File: src/rtl/rxr_pkg.sv
package rxr_pkg;
  localparam int FB_IW = 10;
  localparam int FB_PW = FB_IW + 1;
  localparam int ST_IW = 12;
  localparam int ST_PW = ST_IW + 1;
  localparam int LEN_W = 16;
  localparam int CNT_W = FB_IW + 1;
  localparam int WD_W  = 14;

  typedef enum logic [3:0] {
    SEL_CTRL    = 4'd0,
    SEL_SM_FULL = 4'd1,
    SEL_LG_FULL = 4'd2,
    SEL_SM_LIM  = 4'd3,
    SEL_LG_LIM  = 4'd4,
    SEL_SM_MIN  = 4'd5,
    SEL_LG_MIN  = 4'd6,
    SEL_ST_LIM  = 4'd7,
    SEL_ST_CONS = 4'd8
  } reg_sel_e;

  // Control bits 13..8: large enable, large code, small enable, small code.
  typedef struct packed {
    logic       lg_en;
    logic [1:0] lg_code;
    logic       sm_en;
    logic [1:0] sm_code;
  } ctrl_t;

  // Free-ring step. Truncation to FB_PW bits lets the index carry flip the wrap bit.
  function automatic logic [FB_PW-1:0] bump_fb(logic [FB_PW-1:0] pos, logic [FB_IW-1:0] lim);
    logic [FB_PW-1:0] v;
    v = pos + 1'b1;
    if (v[FB_IW-1:0] > lim) begin
      v[FB_IW-1:0] = '0;
      v[FB_IW]     = ~v[FB_IW];
    end
    return v;
  endfunction

  function automatic logic [ST_PW-1:0] bump_st(logic [ST_PW-1:0] pos, logic [ST_IW-1:0] lim);
    logic [ST_PW-1:0] v;
    v = pos + 1'b1;
    if (v[ST_IW-1:0] > lim) begin
      v[ST_IW-1:0] = '0;
      v[ST_IW]     = ~v[ST_IW];
    end
    return v;
  endfunction

  // Descriptors between the consumer and the software full position.
  function automatic logic [CNT_W-1:0] fb_count(logic [FB_PW-1:0] full, logic [FB_PW-1:0] cons,
                                                logic [FB_IW-1:0] lim);
    logic [CNT_W+1:0] t;
    if (full[FB_IW] != cons[FB_IW])
      t = {3'b0, lim} + 1 + {3'b0, full[FB_IW-1:0]} - {3'b0, cons[FB_IW-1:0]};
    else
      t = {3'b0, full[FB_IW-1:0]} - {3'b0, cons[FB_IW-1:0]};
    return t[CNT_W-1:0];
  endfunction

  function automatic logic [LEN_W:0] sm_bytes(logic [1:0] code);
    return (LEN_W+1)'(128) << code;
  endfunction

  function automatic logic [LEN_W:0] lg_bytes(logic [1:0] code);
    return (LEN_W+1)'(2048) << code;
  endfunction
endpackage

File: src/rtl/rxr_free_ring.sv
module rxr_free_ring
  import rxr_pkg::*;
#(
  parameter int RST_LIM = 511
) (
  input  logic             clk,
  input  logic             rst_n,
  input  logic             wr_full,
  input  logic             wr_lim,
  input  logic             wr_min,
  input  logic [CNT_W-1:0] wdata,
  input  logic             take,
  output logic [FB_PW-1:0] cons_pos,
  output logic             avail,
  output logic             low
);
  logic [FB_PW-1:0] full_q, cons_q;
  logic [FB_IW-1:0] lim_q;
  logic [CNT_W-1:0] min_q;
  logic [CNT_W-1:0] count;

  always_ff @(posedge clk or negedge rst_n) begin
    if (!rst_n) begin
      full_q <= {1'b1, {FB_IW{1'b0}}};
      cons_q <= '0;
      lim_q  <= FB_IW'(RST_LIM);
      min_q  <= '0;
    end else begin
      if (wr_full) full_q <= wdata;
      if (wr_lim)  lim_q  <= wdata[FB_IW-1:0];
      if (wr_min)  min_q  <= wdata;
      if (take)    cons_q <= bump_fb(cons_q, lim_q);
    end
  end

  assign count    = fb_count(full_q, cons_q, lim_q);
  assign avail    = (cons_q != full_q);
  assign low      = (count < min_q);
  assign cons_pos = cons_q;
endmodule

File: src/rtl/rxr_stat_ring.sv
module rxr_stat_ring
  import rxr_pkg::*;
#(
  parameter int RST_LIM = 1023
) (
  input  logic             clk,
  input  logic             rst_n,
  input  logic             wr_lim,
  input  logic             wr_cons,
  input  logic [ST_PW-1:0] wdata,
  input  logic             push,
  output logic [ST_PW-1:0] prod_pos,
  output logic             empty,
  output logic             full
);
  logic [ST_PW-1:0] prod_q, cons_q;
  logic [ST_IW-1:0] lim_q;

  always_ff @(posedge clk or negedge rst_n) begin
    if (!rst_n) begin
      prod_q <= '0;
      cons_q <= '0;
      lim_q  <= ST_IW'(RST_LIM);
    end else begin
      if (wr_lim)  lim_q  <= wdata[ST_IW-1:0];
      if (wr_cons) cons_q <= wdata;
      if (push)    prod_q <= bump_st(prod_q, lim_q);
    end
  end

  assign empty    = (prod_q == cons_q);
  assign full     = (prod_q[ST_IW-1:0] == cons_q[ST_IW-1:0]) && (prod_q[ST_IW] != cons_q[ST_IW]);
  assign prod_pos = prod_q;
endmodule

File: src/rtl/rxr_router.sv
module rxr_router
  import rxr_pkg::*;
(
  input  ctrl_t            ctrl,
  input  logic             halted,
  input  logic             frm_valid,
  input  logic [LEN_W-1:0] frm_len,
  input  logic             sm_avail,
  input  logic             lg_avail,
  input  logic             st_full,
  output logic             accept,
  output logic             drop,
  output logic             use_large
);
  logic fits_small, fits_large, ring_ok, go;

  always_comb begin
    fits_small = ctrl.sm_en && (ctrl.sm_code != 2'd0) &&
                 ({1'b0, frm_len} <= sm_bytes(ctrl.sm_code));
    fits_large = ctrl.lg_en && ({1'b0, frm_len} <= lg_bytes(ctrl.lg_code));
    use_large  = !fits_small;
    ring_ok    = use_large ? (fits_large && lg_avail) : sm_avail;
    go         = frm_valid && !halted;
    accept     = go && ring_ok && !st_full;
    drop       = go && !accept;
  end
endmodule

File: src/rtl/rxring_ptr_mgr.sv
module rxring_ptr_mgr
  import rxr_pkg::*;
#(
  parameter int SM_RST_LIM = 511,
  parameter int LG_RST_LIM = 511,
  parameter int ST_RST_LIM = 1023
) (
  input  logic        clk,
  input  logic        rst_n,
  input  logic        reg_wr,
  input  logic [3:0]  reg_sel,
  input  logic [13:0] reg_wdata,
  input  logic        frm_valid,
  input  logic [15:0] frm_len,
  output logic        st_valid,
  output logic [15:0] st_len,
  output logic        st_ring,
  output logic [9:0]  st_bidx,
  output logic [11:0] st_slot,
  output logic [12:0] wb_pos,
  output logic        st_empty,
  output logic        halted,
  output logic        low_small,
  output logic        low_large,
  output logic        drop_pulse,
  output logic [15:0] drop_cnt
);
  localparam int NRING = 2;

  logic             halted_q;
  ctrl_t            ctrl_q;
  logic [NRING-1:0] ring_avail, ring_low, ring_take;
  logic [FB_PW-1:0] ring_cons [NRING];
  logic [ST_PW-1:0] st_prod;
  logic             st_full_w, acc_fire, drop_fire, use_large;
  logic [FB_PW-1:0] lg_cons_pos;

  always_ff @(posedge clk or negedge rst_n) begin
    if (!rst_n) begin
      halted_q <= 1'b1;
      ctrl_q   <= '0;
    end else if (reg_wr && reg_sel == SEL_CTRL) begin
      halted_q <= reg_wdata[0];
      ctrl_q   <= reg_wdata[13:8];
    end
  end

  for (genvar g = 0; g < NRING; g++) begin : g_ring
    localparam bit IS_LG = (g == 1);
    localparam reg_sel_e S_FULL = IS_LG ? SEL_LG_FULL : SEL_SM_FULL;
    localparam reg_sel_e S_LIM  = IS_LG ? SEL_LG_LIM  : SEL_SM_LIM;
    localparam reg_sel_e S_MIN  = IS_LG ? SEL_LG_MIN  : SEL_SM_MIN;
    assign ring_take[g] = acc_fire && (use_large == IS_LG);
    rxr_free_ring #(.RST_LIM(IS_LG ? LG_RST_LIM : SM_RST_LIM)) u_ring (
      .clk      (clk),
      .rst_n    (rst_n),
      .wr_full  (reg_wr && reg_sel == S_FULL),
      .wr_lim   (reg_wr && reg_sel == S_LIM),
      .wr_min   (reg_wr && reg_sel == S_MIN),
      .wdata    (reg_wdata[CNT_W-1:0]),
      .take     (ring_take[g]),
      .cons_pos (ring_cons[g]),
      .avail    (ring_avail[g]),
      .low      (ring_low[g])
    );
  end

  rxr_stat_ring #(.RST_LIM(ST_RST_LIM)) u_stat (
    .clk      (clk),
    .rst_n    (rst_n),
    .wr_lim   (reg_wr && reg_sel == SEL_ST_LIM),
    .wr_cons  (reg_wr && reg_sel == SEL_ST_CONS),
    .wdata    (reg_wdata[ST_PW-1:0]),
    .push     (acc_fire),
    .prod_pos (st_prod),
    .empty    (st_empty),
    .full     (st_full_w)
  );

  rxr_router u_route (
    .ctrl      (ctrl_q),
    .halted    (halted_q),
    .frm_valid (frm_valid),
    .frm_len   (frm_len),
    .sm_avail  (ring_avail[0]),
    .lg_avail  (ring_avail[1]),
    .st_full   (st_full_w),
    .accept    (acc_fire),
    .drop      (drop_fire),
    .use_large (use_large)
  );

  always_ff @(posedge clk or negedge rst_n) begin
    if (!rst_n) begin
      st_valid   <= 1'b0;
      st_len     <= '0;
      st_ring    <= 1'b0;
      st_bidx    <= '0;
      st_slot    <= '0;
      drop_pulse <= 1'b0;
      drop_cnt   <= '0;
    end else begin
      st_valid   <= acc_fire;
      drop_pulse <= drop_fire;
      if (acc_fire) begin
        st_len  <= frm_len;
        st_ring <= use_large;
        st_bidx <= use_large ? ring_cons[1][FB_IW-1:0] : ring_cons[0][FB_IW-1:0];
        st_slot <= st_prod[ST_IW-1:0];
      end
      if (drop_fire) drop_cnt <= drop_cnt + 1'b1;
    end
  end

  assign lg_cons_pos = ring_cons[1];
  assign wb_pos      = st_prod;
  assign halted      = halted_q;
  assign low_small   = ring_low[0];
  assign low_large   = ring_low[1];
endmodule

File: config.mk
export PLATFORM = sky130hd
export DESIGN_NAME = rxring_ptr_mgr
export DESIGN_NICKNAME = d
export VERILOG_FILES = /design/src/rtl/rxr_pkg.sv /design/src/rtl/rxr_free_ring.sv /design/src/rtl/rxr_stat_ring.sv /design/src/rtl/rxr_router.sv /design/src/rtl/rxring_ptr_mgr.sv
export SDC_FILE = /design/constraint.sdc
export NUM_CORES = 1
export LEC_CHECK = 0
export ABC_AREA = 1
export CORE_AREA = 2 2 159 161
export DETAILED_ROUTE_END_ITERATION = 7
export DIE_AREA = 0 0 161 163
export GPL_TIMING_DRIVEN = 0
export HOLD_SLACK_MARGIN = 0.02
export MAX_ROUTING_LAYER = met4
export PLACE_DENSITY = 0.78
export RECOVER_POWER = 25
export SYNTH_ARGS = -nofsm -noshare
export SYNTH_HDL_FRONTEND = slang
export SYNTH_HIERARCHICAL = 1
export SYNTH_SLANG_ARGS = --single-unit
File: constraint.sdc
create_clock -name clk -period 3.8 [get_ports clk]
set_input_delay 0.76 -clock clk [delete_from_list [all_inputs] [get_ports clk]]
set_output_delay 0.76 -clock clk [all_outputs]
set_load 0.01 [all_outputs]
# Word-level counts from Yosys, hierarchy flattened
# Index checks and enable logic that the tools add are counted.
dict set report word_totals {
  reg_bits 188
  inputBits 38
  wordCells 95
}
dict set report classes {
  addsub 12
  order_cmp 7
  eq_ne 15
  shift 2
  n_mux 7
  n_bitwise 3
  n_reduce_logical 26
}
# op count
set op_table {}
lappend op_table {{2-to-1 mux 11 bit} 4}
lappend op_table {{<= comparator 16 x 17 -> 1 bit} 2}
lappend op_table {{adder 10 x 1 -> 11 bit, second input constant} 2}
lappend op_table {{adder 11 x 1 -> 11 bit, second input constant} 2}
lappend op_table {{adder 11 x 10 -> 11 bit} 2}
lappend op_table {{less-than comparator 11 bit} 2}
lappend op_table {{!= test 11 bit} 2}
lappend op_table {{subtractor 10 x 10 -> 11 bit} 2}
lappend op_table {{subtractor 11 x 10 -> 11 bit} 2}
lappend op_table {{greater-than comparator 10 bit} 2}
lappend op_table {{logical AND 1 bit} 20}
lappend op_table {{<< shifter 12 x 2 -> 17 bit, first input constant} 1}
lappend op_table {{<< shifter 8 x 2 -> 17 bit, first input constant} 1}
lappend op_table {{adder 16 x 1 -> 16 bit, second input constant} 1}
lappend op_table {{equality test 4 x 3 -> 1 bit, second input constant} 4}
lappend op_table {{adder 13 x 1 -> 13 bit, second input constant} 1}
lappend op_table {{equality test 13 bit} 1}
lappend op_table {{2-to-1 mux 13 bit} 1}
lappend op_table {{equality test 12 bit} 1}
lappend op_table {{greater-than comparator 12 bit} 1}
lappend op_table {{2-to-1 mux 10 bit} 1}
lappend op_table {{equality test 4 x 2 -> 1 bit, second input constant} 2}
lappend op_table {{equality test 4 x 1 -> 1 bit, second input constant} 1}
lappend op_table {{equality test 4 bit, second input constant} 1}
lappend op_table {{other kinds (6)} 13}

# Depth between registers and ports, before layout
# Gate-level depths: netlist of the first run.
dict set report logic_depth {
  word_depth 9
  depth_mapped 21
}

# Hierarchy
# Netlist of the first run, hierarchy kept.
# mod instances cells_each area_per_inst_um2
set by_module_without_submodules {}
lappend by_module_without_submodules {{rxr_free_ring at g_ring[1].u_ring} 1 544 3837.4}
lappend by_module_without_submodules {{rxr_free_ring at g_ring[0].u_ring} 1 529 3787.4}
lappend by_module_without_submodules {rxring_ptr_mgr 1 323 2781.4}
lappend by_module_without_submodules {rxr_stat_ring 1 254 2247.2}
lappend by_module_without_submodules {rxr_router 1 80 419.2}

# Least setup slack after synthesis of the first run
# No wires, ideal clock.
dict set report synth_path {
  path_type {register to output}
  from {register g_ring[1].u_ring.lim_q[5]}
  to {output low_large}
  arrival_time_ps 2962
  required_time_ps 3040
  setup_slack_ps 78
  path_stages_with_launch 19
  n_path_buf 0
  path_cell_list {dfstp_2 -> inv_1 -> fa_1 -> inv_1 -> ha_1 -> a21oi_1 -> nor2_1 -> nor2_1 -> nand2_1 -> nand2_1 -> nand3_1 -> nand2_1 -> inv_1 -> ha_1 -> a21oi_1 -> nor2_1 -> a211oi_1 -> o21ai_0 -> a21oi_1}
}
dict set report synth_between {
  elab_chain_len 5
}
# item line
set synth_rtl {}
lappend synth_rtl {{start, declared} rxr_free_ring.sv:18} ;# logic [FB_IW-1:0] lim_q;
lappend synth_rtl {{start signal, assigned} rxr_free_ring.sv:26} ;# lim_q <= FB_IW'(RST_LIM);
lappend synth_rtl {{start signal, assigned} rxr_free_ring.sv:30} ;# if (wr_lim) lim_q <= wdata[FB_IW-1:0];
lappend synth_rtl {{adder 10 x 1 -> 11 bit} rxr_pkg.sv:56} ;# t = {3'b0, lim} + 1 + {3'b0, full[FB_IW-1:0]} - {3'b0, cons[FB_IW-1:0]};
lappend synth_rtl {{adder 11 x 10 -> 11 bit} rxr_pkg.sv:56}
lappend synth_rtl {{subtractor 11 x 10 -> 11 bit} rxr_pkg.sv:56}
lappend synth_rtl {{2-to-1 mux 11 bit} rxr_pkg.sv:55} ;# if (full[FB_IW] != cons[FB_IW])
lappend synth_rtl {{less-than comparator 11 bit} rxr_free_ring.sv:38} ;# assign low = (count < min_q);
lappend synth_rtl {{end, declared} rxring_ptr_mgr.sv:24} ;# output logic low_large,
# No other way between the ends.

# Worst setup path in the final report of the first run
dict set report layout_path {
  from {register g_ring[0].u_ring.lim_q[3]}
  to {output low_small}
}
dict set report layout_between {
  elab_chain_len 5
}
# item line
set layout_rtl {}
lappend layout_rtl {{start, declared} rxr_free_ring.sv:18}
lappend layout_rtl {{start signal, assigned} rxr_free_ring.sv:26}
lappend layout_rtl {{start signal, assigned} rxr_free_ring.sv:30}
lappend layout_rtl {{adder 10 x 1 -> 11 bit} rxr_pkg.sv:56}
lappend layout_rtl {{adder 11 x 10 -> 11 bit} rxr_pkg.sv:56}
lappend layout_rtl {{subtractor 11 x 10 -> 11 bit} rxr_pkg.sv:56}
lappend layout_rtl {{2-to-1 mux 11 bit} rxr_pkg.sv:55}
lappend layout_rtl {{less-than comparator 11 bit} rxr_free_ring.sv:38}
lappend layout_rtl {{end, declared} rxring_ptr_mgr.sv:23} ;# output logic low_small,
# No other way between the ends.

==> reports/results.md, run 1 <==
| Quantity | Reported |
|:---|:---|
| Most instantiated flip-flop cell in the synthesis netlist | sky130_fd_sc_hd__dfrtp_1 |
| Overall overflow remaining after global route | 0 |
| Global-route wire length before repair | 58800 µm |
| Clock tree from TritonCTS | done |
| Share of the yosys chip area belonging to registers | 0.363 |
| Area growth from synthesis to layout | 22.3% |
| Required time reported for the critical path endpoint | 3040 ps |
| Antenna-violating nets left | 0 |
| Hold Vio Cnt, Final | 0 |
| Total count of max-transition violations in the final report | 191 |
| Period Utilization, post-route | 1.15 |
| Max VDD drop | 727 µV |
| # Max-Cap Violations | 2 |
| Max_slew headroom | -0.206 |
| Data arrival time at the worst-slack endpoint | 3610 ps |
| Outcome | complete, but fails checks |
| Dpl ws | -808 ps |
| Fin area | 16000 µm² |
| Drt wl/cell | 16.3 µm |
| Residual DRC count | 0 |
| Die W | 161 µm |
| Sort of element at the end of the critical path | primary output |
| Die area | 26200 µm² |
| Ratio of routed vias to standard cells | 5.37 |
| Reg2Reg Depth | 18 |
| Worst setup path class | register to primary output |
| Clock tree buffer depth | 2 |
| Post-layout min period | 4370 ps |
| Via count | 12.0k |
| Root buffer cell | sky130_fd_sc_hd__clkbuf_16 |
| Number of port buffers | 111 |
| Num ports | 112 |
| Final HPWL DP | 26900 µm |
| Number of CTS-inserted buffers | 17 |
| Floorplan Core Area | 24700 µm² |
| Net count of the finished layout | 2057 |
| Min-delay worst type | register to register |
| Beginning of the worst register-to-register path | g_ring[1].u_ring/cons_pos[3]$_DFFE_PN0P_ |
| Synth Net Count | 1900 |
| CTS Hold Bufs | 0 |
| Core Rows | 58 |
| FF-to-FF End | g_ring[0].u_ring/cons_pos[9]$_DFFE_PN0P_ |
| Share of flip-flops with an asynchronous set or reset | 1.00 |
| Leakage power | 7.91 nW |
| H-Tree Level Count | 4 |
| Count of unique library cells instantiated by Yosys | 45 |
| Worst-path maximum fanout | 5 |
| Initial drt markers | 1067 |
| Starting utilization of the core area | 0.530 |
| Insertion delay to the later sink of the worst-skew pair | 440 ps |
| Avg Inst Size Synth | 7.56 µm² |
| Cell count after synthesis | 1730 |
| Register-to-register setup slack | 340 ps |
| Largest net degree at the start of global routing | 117 |
| Number of storage elements in the synthesis netlist | 188 |
| FF+latch area | 4760 µm² |
| Share of layout cells above drive strength 1 | 0.159 |
| Number of enable flip-flop cells after synthesis | 0 |
| Count of fill cells added during filler insertion | 2140 |
| Vias in the first global route | 11.8k |
| CTS sink cnt | 188 |
| Crit path launch type | register |
| Post-route insts no fill | 2230 |
| Combined global-route utilization of all metal layers | 0.291 |
| Wirelength, routed | 36400 µm |
| Diode insertion count for antenna repair | 0 |
| First-pass iteration count of the detailed router | 5 |
| CTS clk-pin slew, worst paths | 70 ps |
| Unrepaired setup endpoints after global routing | true |
| Antenna violations before repair | 0 |
| Violations in the final reports | max-capacitance violations, max-slew violations, negative setup slack |
| # setup viols final | 2 |
| Highest attainable clock frequency | 0.229 GHz |
| Area taken by multi-input logic gates | 7700 µm² |
| Ys Warns | 6 |
| Launching element of the worst setup path | g_ring[0].u_ring/lim_q[3]$_DFFE_PN1P_ |
| Chip height | 163 µm |
| Fin Clk Skew | 13.1 ps |
| Post-synth design cell area | 13100 µm² |
| Min setup slack post-route | -571 ps |
| Placed instance count | 2172 |
| Worst slew pin tran | 1810 ps |
| Final GP Congestion | 0.987 |
| Worst setup path end | low_small |
| Placement-stage cell area | 14600 µm² |
| Power per cell area | 707 nW/µm² |
[kinds of logic (layout without fill, tap and decap cells)]
group | count (synthesis) | after routing | synth area share
fa+ha+maj | 132 | 132 | 0.139
xor+xnor | 55 | 55 | 0.0380
simple gates | 837 | 837 | 0.274
flops | 188 | 188 | 0.363
compound gates | 185 | 185 | 0.0776
buf+inv | 314 | 484 | 0.0925
mux | 19 | 19 | 0.0163
[report_power, final]
group	switching (mW)	internal [mW]
logic	3.72	2.84
clock network	0.874	0.940
registers	0.405	2.51
[per-layer routing]
layer	global-route usage	vias to the layer above	routed length, µm
met5	-	-	0
met2	0.474	394	17600
met3	0.0369	85	1960
met1	0.370	5704	15400
li1	-	5781	-
met4	0.122	0	1390
[cells in the final DEF (no fill, tap or decap), types with 22 or more instances in the layout]
cell type,count
sky130_fd_sc_hd__a21oi_1,37
sky130_fd_sc_hd__buf_4,28
sky130_fd_sc_hd__clkdlybuf4s50_1,108
sky130_fd_sc_hd__dfrtp_1,143
sky130_fd_sc_hd__dfstp_2,31
sky130_fd_sc_hd__ha_1,90
sky130_fd_sc_hd__inv_1,257
sky130_fd_sc_hd__inv_2,23
sky130_fd_sc_hd__nand2_1,511
sky130_fd_sc_hd__nand2_2,30
sky130_fd_sc_hd__nand3_1,102
sky130_fd_sc_hd__nand4_1,32
sky130_fd_sc_hd__nor2_1,87
sky130_fd_sc_hd__o21ai_0,91
sky130_fd_sc_hd__xnor2_1,22
sky130_fd_sc_hd__xor2_1,31
[final cells by class]
class,count,share of cell area
repair buffers,138,0.0813
clock buffers,17,0.0266
plain buffers,34,0.00986
flip-flops and latches,188,0.298
multi-input cells,1228,0.482
well taps,330,0.0258
inverters,280,0.0658
clock inverters,15,0.0111
[worst min-delay path by stage]
| stage | startpoint | to | cells past startpoint |
|---|---|---|---|
| floorplan | ctrl_q[5]$_DFFE_PN0P_ | ctrl_q[5]$_DFFE_PN0P_ | 2 |
| global placement | ctrl_q[5]$_DFFE_PN0P_ | ctrl_q[5]$_DFFE_PN0P_ | 2 |
| detailed placement | st_slot[2]$_DFFE_PN0P_ | st_slot[2]$_DFFE_PN0P_ | 2 |
| CTS | rst_n | g_ring[0].u_ring/cons_pos[4]$_DFFE_PN0P_ | 1 |
| global route | st_slot[2]$_DFFE_PN0P_ | st_slot[2]$_DFFE_PN0P_ | 2 |
| finish | st_slot[2]$_DFFE_PN0P_ | st_slot[2]$_DFFE_PN0P_ | 2 |
[cell usage after synthesis (19+ instances only)]
cell type	instances	area, µm²
sky130_fd_sc_hd__xor2_1	31	272
sky130_fd_sc_hd__dfrtp_1	157	3930
sky130_fd_sc_hd__nor2_1	101	379
sky130_fd_sc_hd__dfstp_2	31	815
sky130_fd_sc_hd__fa_1	22	440
sky130_fd_sc_hd__xnor2_1	22	193
sky130_fd_sc_hd__inv_1	276	1040
sky130_fd_sc_hd__a21oi_1	49	245
sky130_fd_sc_hd__nand2_1	539	2020
sky130_fd_sc_hd__nand3_1	114	571
sky130_fd_sc_hd__clkbuf_1	19	71.3
sky130_fd_sc_hd__o21ai_0	95	475
sky130_fd_sc_hd__ha_1	110	1380
sky130_fd_sc_hd__nand4_1	32	200
[sequential cells by signal, summed over array words and instances, names as in the netlist, 10 cells and up]
name,flops
drop_cnt,16
g_ring.u_ring/cons_pos,22
g_ring.u_ring/full_q,22
g_ring.u_ring/lim_q,20
g_ring.u_ring/min_q,22
st_bidx,10
st_len,16
st_slot,12
u_stat/cons_q,13
u_stat/lim_q,12
u_stat/prod_pos,13
[stage by stage]
stage / TNS, ps / power, mW / hold WS (ps) / util
detailed placement: -1690 / 8.05 / 458 / 0.593
global placement: -1030040 / 7.89 / 453 / 0.592
finish: -1110 / 11.3 / 473 / 0.648
floorplan: 0 / 6.39 / 442 / -
CTS: -1080 / 10.8 / 297 / 0.639
global route: -17020 / 12.2 / 485 / 0.648
[critical path, cell delays in order (launching register included)]
cell and delay, ps:
sky130_fd_sc_hd__dfstp_2 530, sky130_fd_sc_hd__inv_2 50, sky130_fd_sc_hd__fa_1 490, sky130_fd_sc_hd__inv_2 50, sky130_fd_sc_hd__ha_4 260, sky130_fd_sc_hd__nand2_2 100, sky130_fd_sc_hd__nand2_2 60, sky130_fd_sc_hd__nand2_2 80
sky130_fd_sc_hd__nand2_2 70, sky130_fd_sc_hd__nand2_2 80, sky130_fd_sc_hd__nand3_2 70, sky130_fd_sc_hd__nand2_2 60, sky130_fd_sc_hd__nand2_1 70, sky130_fd_sc_hd__mux2i_1 220, sky130_fd_sc_hd__ha_1 320, sky130_fd_sc_hd__nand2_1 90
sky130_fd_sc_hd__nor2_1 50, sky130_fd_sc_hd__a211oi_2 150, sky130_fd_sc_hd__o21ai_1 100, sky130_fd_sc_hd__a21oi_2 130, sky130_fd_sc_hd__buf_2 150
[repair_timing]
action | in CTS | in global routing
buffers inserted | 18 | 8
pin swaps | 59 | 45
setup endpoints to repair | 2 | 2
gates resized for setup | 112 | 48
(Power assumes the default switching activity.)
==> inputs of run 2 (changes only) <==
- CORE_AREA: 2 2 159 161 -> 2 2 232 234
- CTS_CLUSTER_DIAMETER: unset -> 30
- DIE_AREA: 0 0 161 163 -> 0 0 234 236
- PLACE_DENSITY: 0.78 -> 0.43
- TNS_END_PERCENT: unset -> 20
==> reports/results.md, run 2 (synthesis gave the netlist of run 1 again) <==
| Quantity | Reported | Delta |
|:---|:---|:---|
| Share of layout cells above drive strength 1 | 0.165 | +0.00562 |
| Core Rows | 85 | +47% |
| Insertion delay to the later sink of the worst-skew pair | 490 ps | +50 ps |
| Share of power burned in registers | 0.255 | -0.003 |
| Combinational share of power | 0.562 | -0.019 |
| Power per cell area | 691 nW/µm² | -2.2% |
| First-pass iteration count of the detailed router | 8 | +3 |
| Min setup slack post-route | -596 ps | -25.5 ps |
| Chip height | 236 µm | +45% |
| Global-route wire length before repair | 65100 µm | +11% |
| Leakage power | 7.94 nW | +0.31% |
| Combined global-route utilization of all metal layers | 0.159 | -0.132 |
| Unrepaired setup endpoints after global routing | true |  |
| Via count | 11.5k | -3.9% |
| Beginning of the worst register-to-register path | g_ring[1].u_ring/cons_pos[4]$_DFFE_PN0P_ |  |
| Max VDD drop | 461 µV | -37% |
| Violations in the final reports | max-capacitance violations, max-slew violations, negative setup slack |  |
| Final HPWL DP | 31700 µm | +18% |
| Commonest non-fill, non-tap cell in the layout | sky130_fd_sc_hd__nand2_1 |  |
| CTS clk-pin slew, worst paths | 80 ps | about the same |
| Number of port buffers | 111 | unchanged |
| Startpoint of the lowest-slack hold path | st_len[13]$_DFFE_PN0P_ |  |
| Ratio of routed vias to standard cells | 4.42 | -18% |
| Overall overflow remaining after global route | 0 | unchanged |
| Die area | 55200 µm² | +110% |
| Register-to-register setup slack | 250 ps | -90 ps |
| Die W | 234 µm | +45% |
| Worst-path maximum fanout | 4 | -1 |
| FF-to-FF End | g_ring[0].u_ring/cons_pos[8]$_DFFE_PN0P_ |  |
| Root buffer cell | sky130_fd_sc_hd__clkbuf_16 |  |
| Dpl ws | -907 ps | -99.2 ps |
| Placement-stage cell area | 15100 µm² | +3.3% |
| Net count of the finished layout | 2059 | +0.097% |
| CTS Hold Bufs | 0 | unchanged |
| Clock tree buffer depth | 2 | unchanged |
| Diode insertion count for antenna repair | 0 | unchanged |
| Post-layout min period | 4400 ps | +25.5 ps |
| Post-route insts no fill | 2598 | +17% |
| Final GP Congestion | 0.880 | -11% |
| CTS sink cnt | 188 | unchanged |
| Floorplan Core Area | 53100 µm² | +120% |
| Hold Path Depth | 2 | unchanged |
| Period Utilization, post-route | 1.16 | +0.00672 |
| # setup viols final | 2 | unchanged |
| Area growth from synthesis to layout | 26.3% |  |
| Placed instance count | 2539 | +17% |
| Post-route worst hold slack | 474 ps | +1.50 ps |
| Wirelength, routed | 41200 µm | +13% |
| Post-route core utilization | 0.311 | -0.337 |
| Vias in the first global route | 11.4k | -3.3% |
| Residual DRC count | 0 | unchanged |
| Fin area | 16500 µm² | +3.3% |
| Switching power of the nets | 4.97 mW | -0.68% |
| Min-delay worst type | register to register |  |
| Number of CTS-inserted buffers | 17 | unchanged |
| # Max-Cap Violations | 1 | -1 |
| Internal portion of total power | 6.44 mW | +2.4% |
| Max_slew headroom | -1.11 | -0.908 |
| Final setup TNS | -1140 ps | -33.7 ps |
| Highest attainable clock frequency | 0.227 GHz | -0.58% |
| Worst setup path class | register to primary output |  |
| Most used cells in the layout excluding fill and tap cells | sky130_fd_sc_hd__nand2_1 (510), sky130_fd_sc_hd__inv_1 (252), sky130_fd_sc_hd__dfrtp_1 (140) |  |
| H-Tree Level Count | 4 | unchanged |
| Clock network fraction of design power | 0.183 | +0.022 |
| Clock tree from TritonCTS | done |  |
| Sort of element at the end of the critical path | primary output |  |
| Outcome | complete, but fails checks |  |
| Data arrival time at the worst-slack endpoint | 3640 ps | +30 ps |
| Fin Clk Skew | 12.0 ps | -1.14 ps |
| Reg2Reg Depth | 18 | unchanged |
| Required time reported for the critical path endpoint | 3040 ps | about the same |
| Num ports | 112 | unchanged |
| Starting utilization of the core area | 0.246 | -0.283 |
| Worst slew pin tran | 3170 ps | +1360 ps |
| Crit path launch type | register |  |
| Hold Vio Cnt, Final | 0 | unchanged |
| Worst min-delay path endpoint | st_len[13]$_DFFE_PN0P_ |  |
| Total count of max-transition violations in the final report | 53 | -72% |
| Antenna-violating nets left | 0 | unchanged |
| Initial drt markers | 780 | -27% |
| Switching Fraction | 0.435 | -0.00742 |
| Largest net degree at the start of global routing | 81 | -31% |
| Total power of the final layout | 11.4 mW | +1.0% |
| Drt wl/cell | 15.9 µm | -2.8% |
| Antenna violations before repair | 0 | unchanged |
-- run 2: cell count changes in the layout (fill, tap and decap cells not counted), sizes merged --
cell,change
inv,+3
clkinv,-6
bufinv,+3
clkinvlp,-1
buf,+3
-- run 2: per-layer routing --
layer  GRT usage  vias to the layer above  part of all wire
li1            -                     5778                 -
met5           -                        -                 0
met2       0.253                      179              0.48
met3      0.0241                       46             0.031
met4      0.0456                        0             0.019
met1       0.208                     5490              0.47
-- run 2: worst max-delay path by stage --
stage                                                  start                               endpoint  slack [ps]
floorplan              g_ring[1].u_ring/lim_q[5]$_DFFE_PN1P_                              low_large          80
global placement                                       rst_n  g_ring[1].u_ring/min_q[5]$_DFFE_PN0P_       -6760
detailed placement  g_ring[0].u_ring/cons_pos[1]$_DFFE_PN0P_                              low_small        -910
CTS                    g_ring[0].u_ring/lim_q[5]$_DFFE_PN1P_                              low_small        -670
global route           g_ring[1].u_ring/lim_q[8]$_DFFE_PN1P_                              low_large        -760
finish                 g_ring[1].u_ring/lim_q[5]$_DFFE_PN1P_                              low_large        -600
-- run 2: worst max-delay path, cell delays in order (launching register included) --
cell                       delay, ps
sky130_fd_sc_hd__dfstp_2         540
sky130_fd_sc_hd__inv_4            40
sky130_fd_sc_hd__fa_1            540
sky130_fd_sc_hd__inv_2            50
sky130_fd_sc_hd__ha_4            240
sky130_fd_sc_hd__a21oi_4         180
sky130_fd_sc_hd__buf_6           120
sky130_fd_sc_hd__nand2_2          40
sky130_fd_sc_hd__nand2_2          60
sky130_fd_sc_hd__nand3_2          60
sky130_fd_sc_hd__nand2_2          60
sky130_fd_sc_hd__nand2_2          50
sky130_fd_sc_hd__a21oi_2         160
sky130_fd_sc_hd__ha_1            280
sky130_fd_sc_hd__nand2_2          80
sky130_fd_sc_hd__nor2_2           40
sky130_fd_sc_hd__a211oi_2        180
sky130_fd_sc_hd__o21ai_1         100
sky130_fd_sc_hd__a21oi_2         150
sky130_fd_sc_hd__buf_2           150
-- run 2: layout make-up --
class                           instances  area (µm²)
Clock buffer                           18         439
Buffer                                 34         158
Tap cell                              696         871
Multi-Input combinational cell       1228        7650
Sequential cell                       188        4760
Fill cell                            5659       36600
Timing Repair Buffer                  140        1360
Inverter                              280        1050
Clock inverter                         14         218
-- run 2: what timing repair did --
action | in CTS | in global routing
setup buffers | 17 | 10
pin swaps | 31 | 42
gates resized for setup | 107 | 61
setup endpoints to repair | 2 | 8
endpoints found under the hold margin | 0 | 0
cloned | 0 | 0
-- run 2: power groups by stage --
stage          Sequential (mW)  Clock, mW  Combinational [mW]
2_1_floorplan             2.90          0                3.49
3_3_place_gp              2.95          0                5.17
3_5_place_dp              2.95          0                5.25
4_1_cts                   2.93       2.17                5.95
5_1_grt                   2.99       2.22                7.23
6_report                  2.91       2.09                6.41
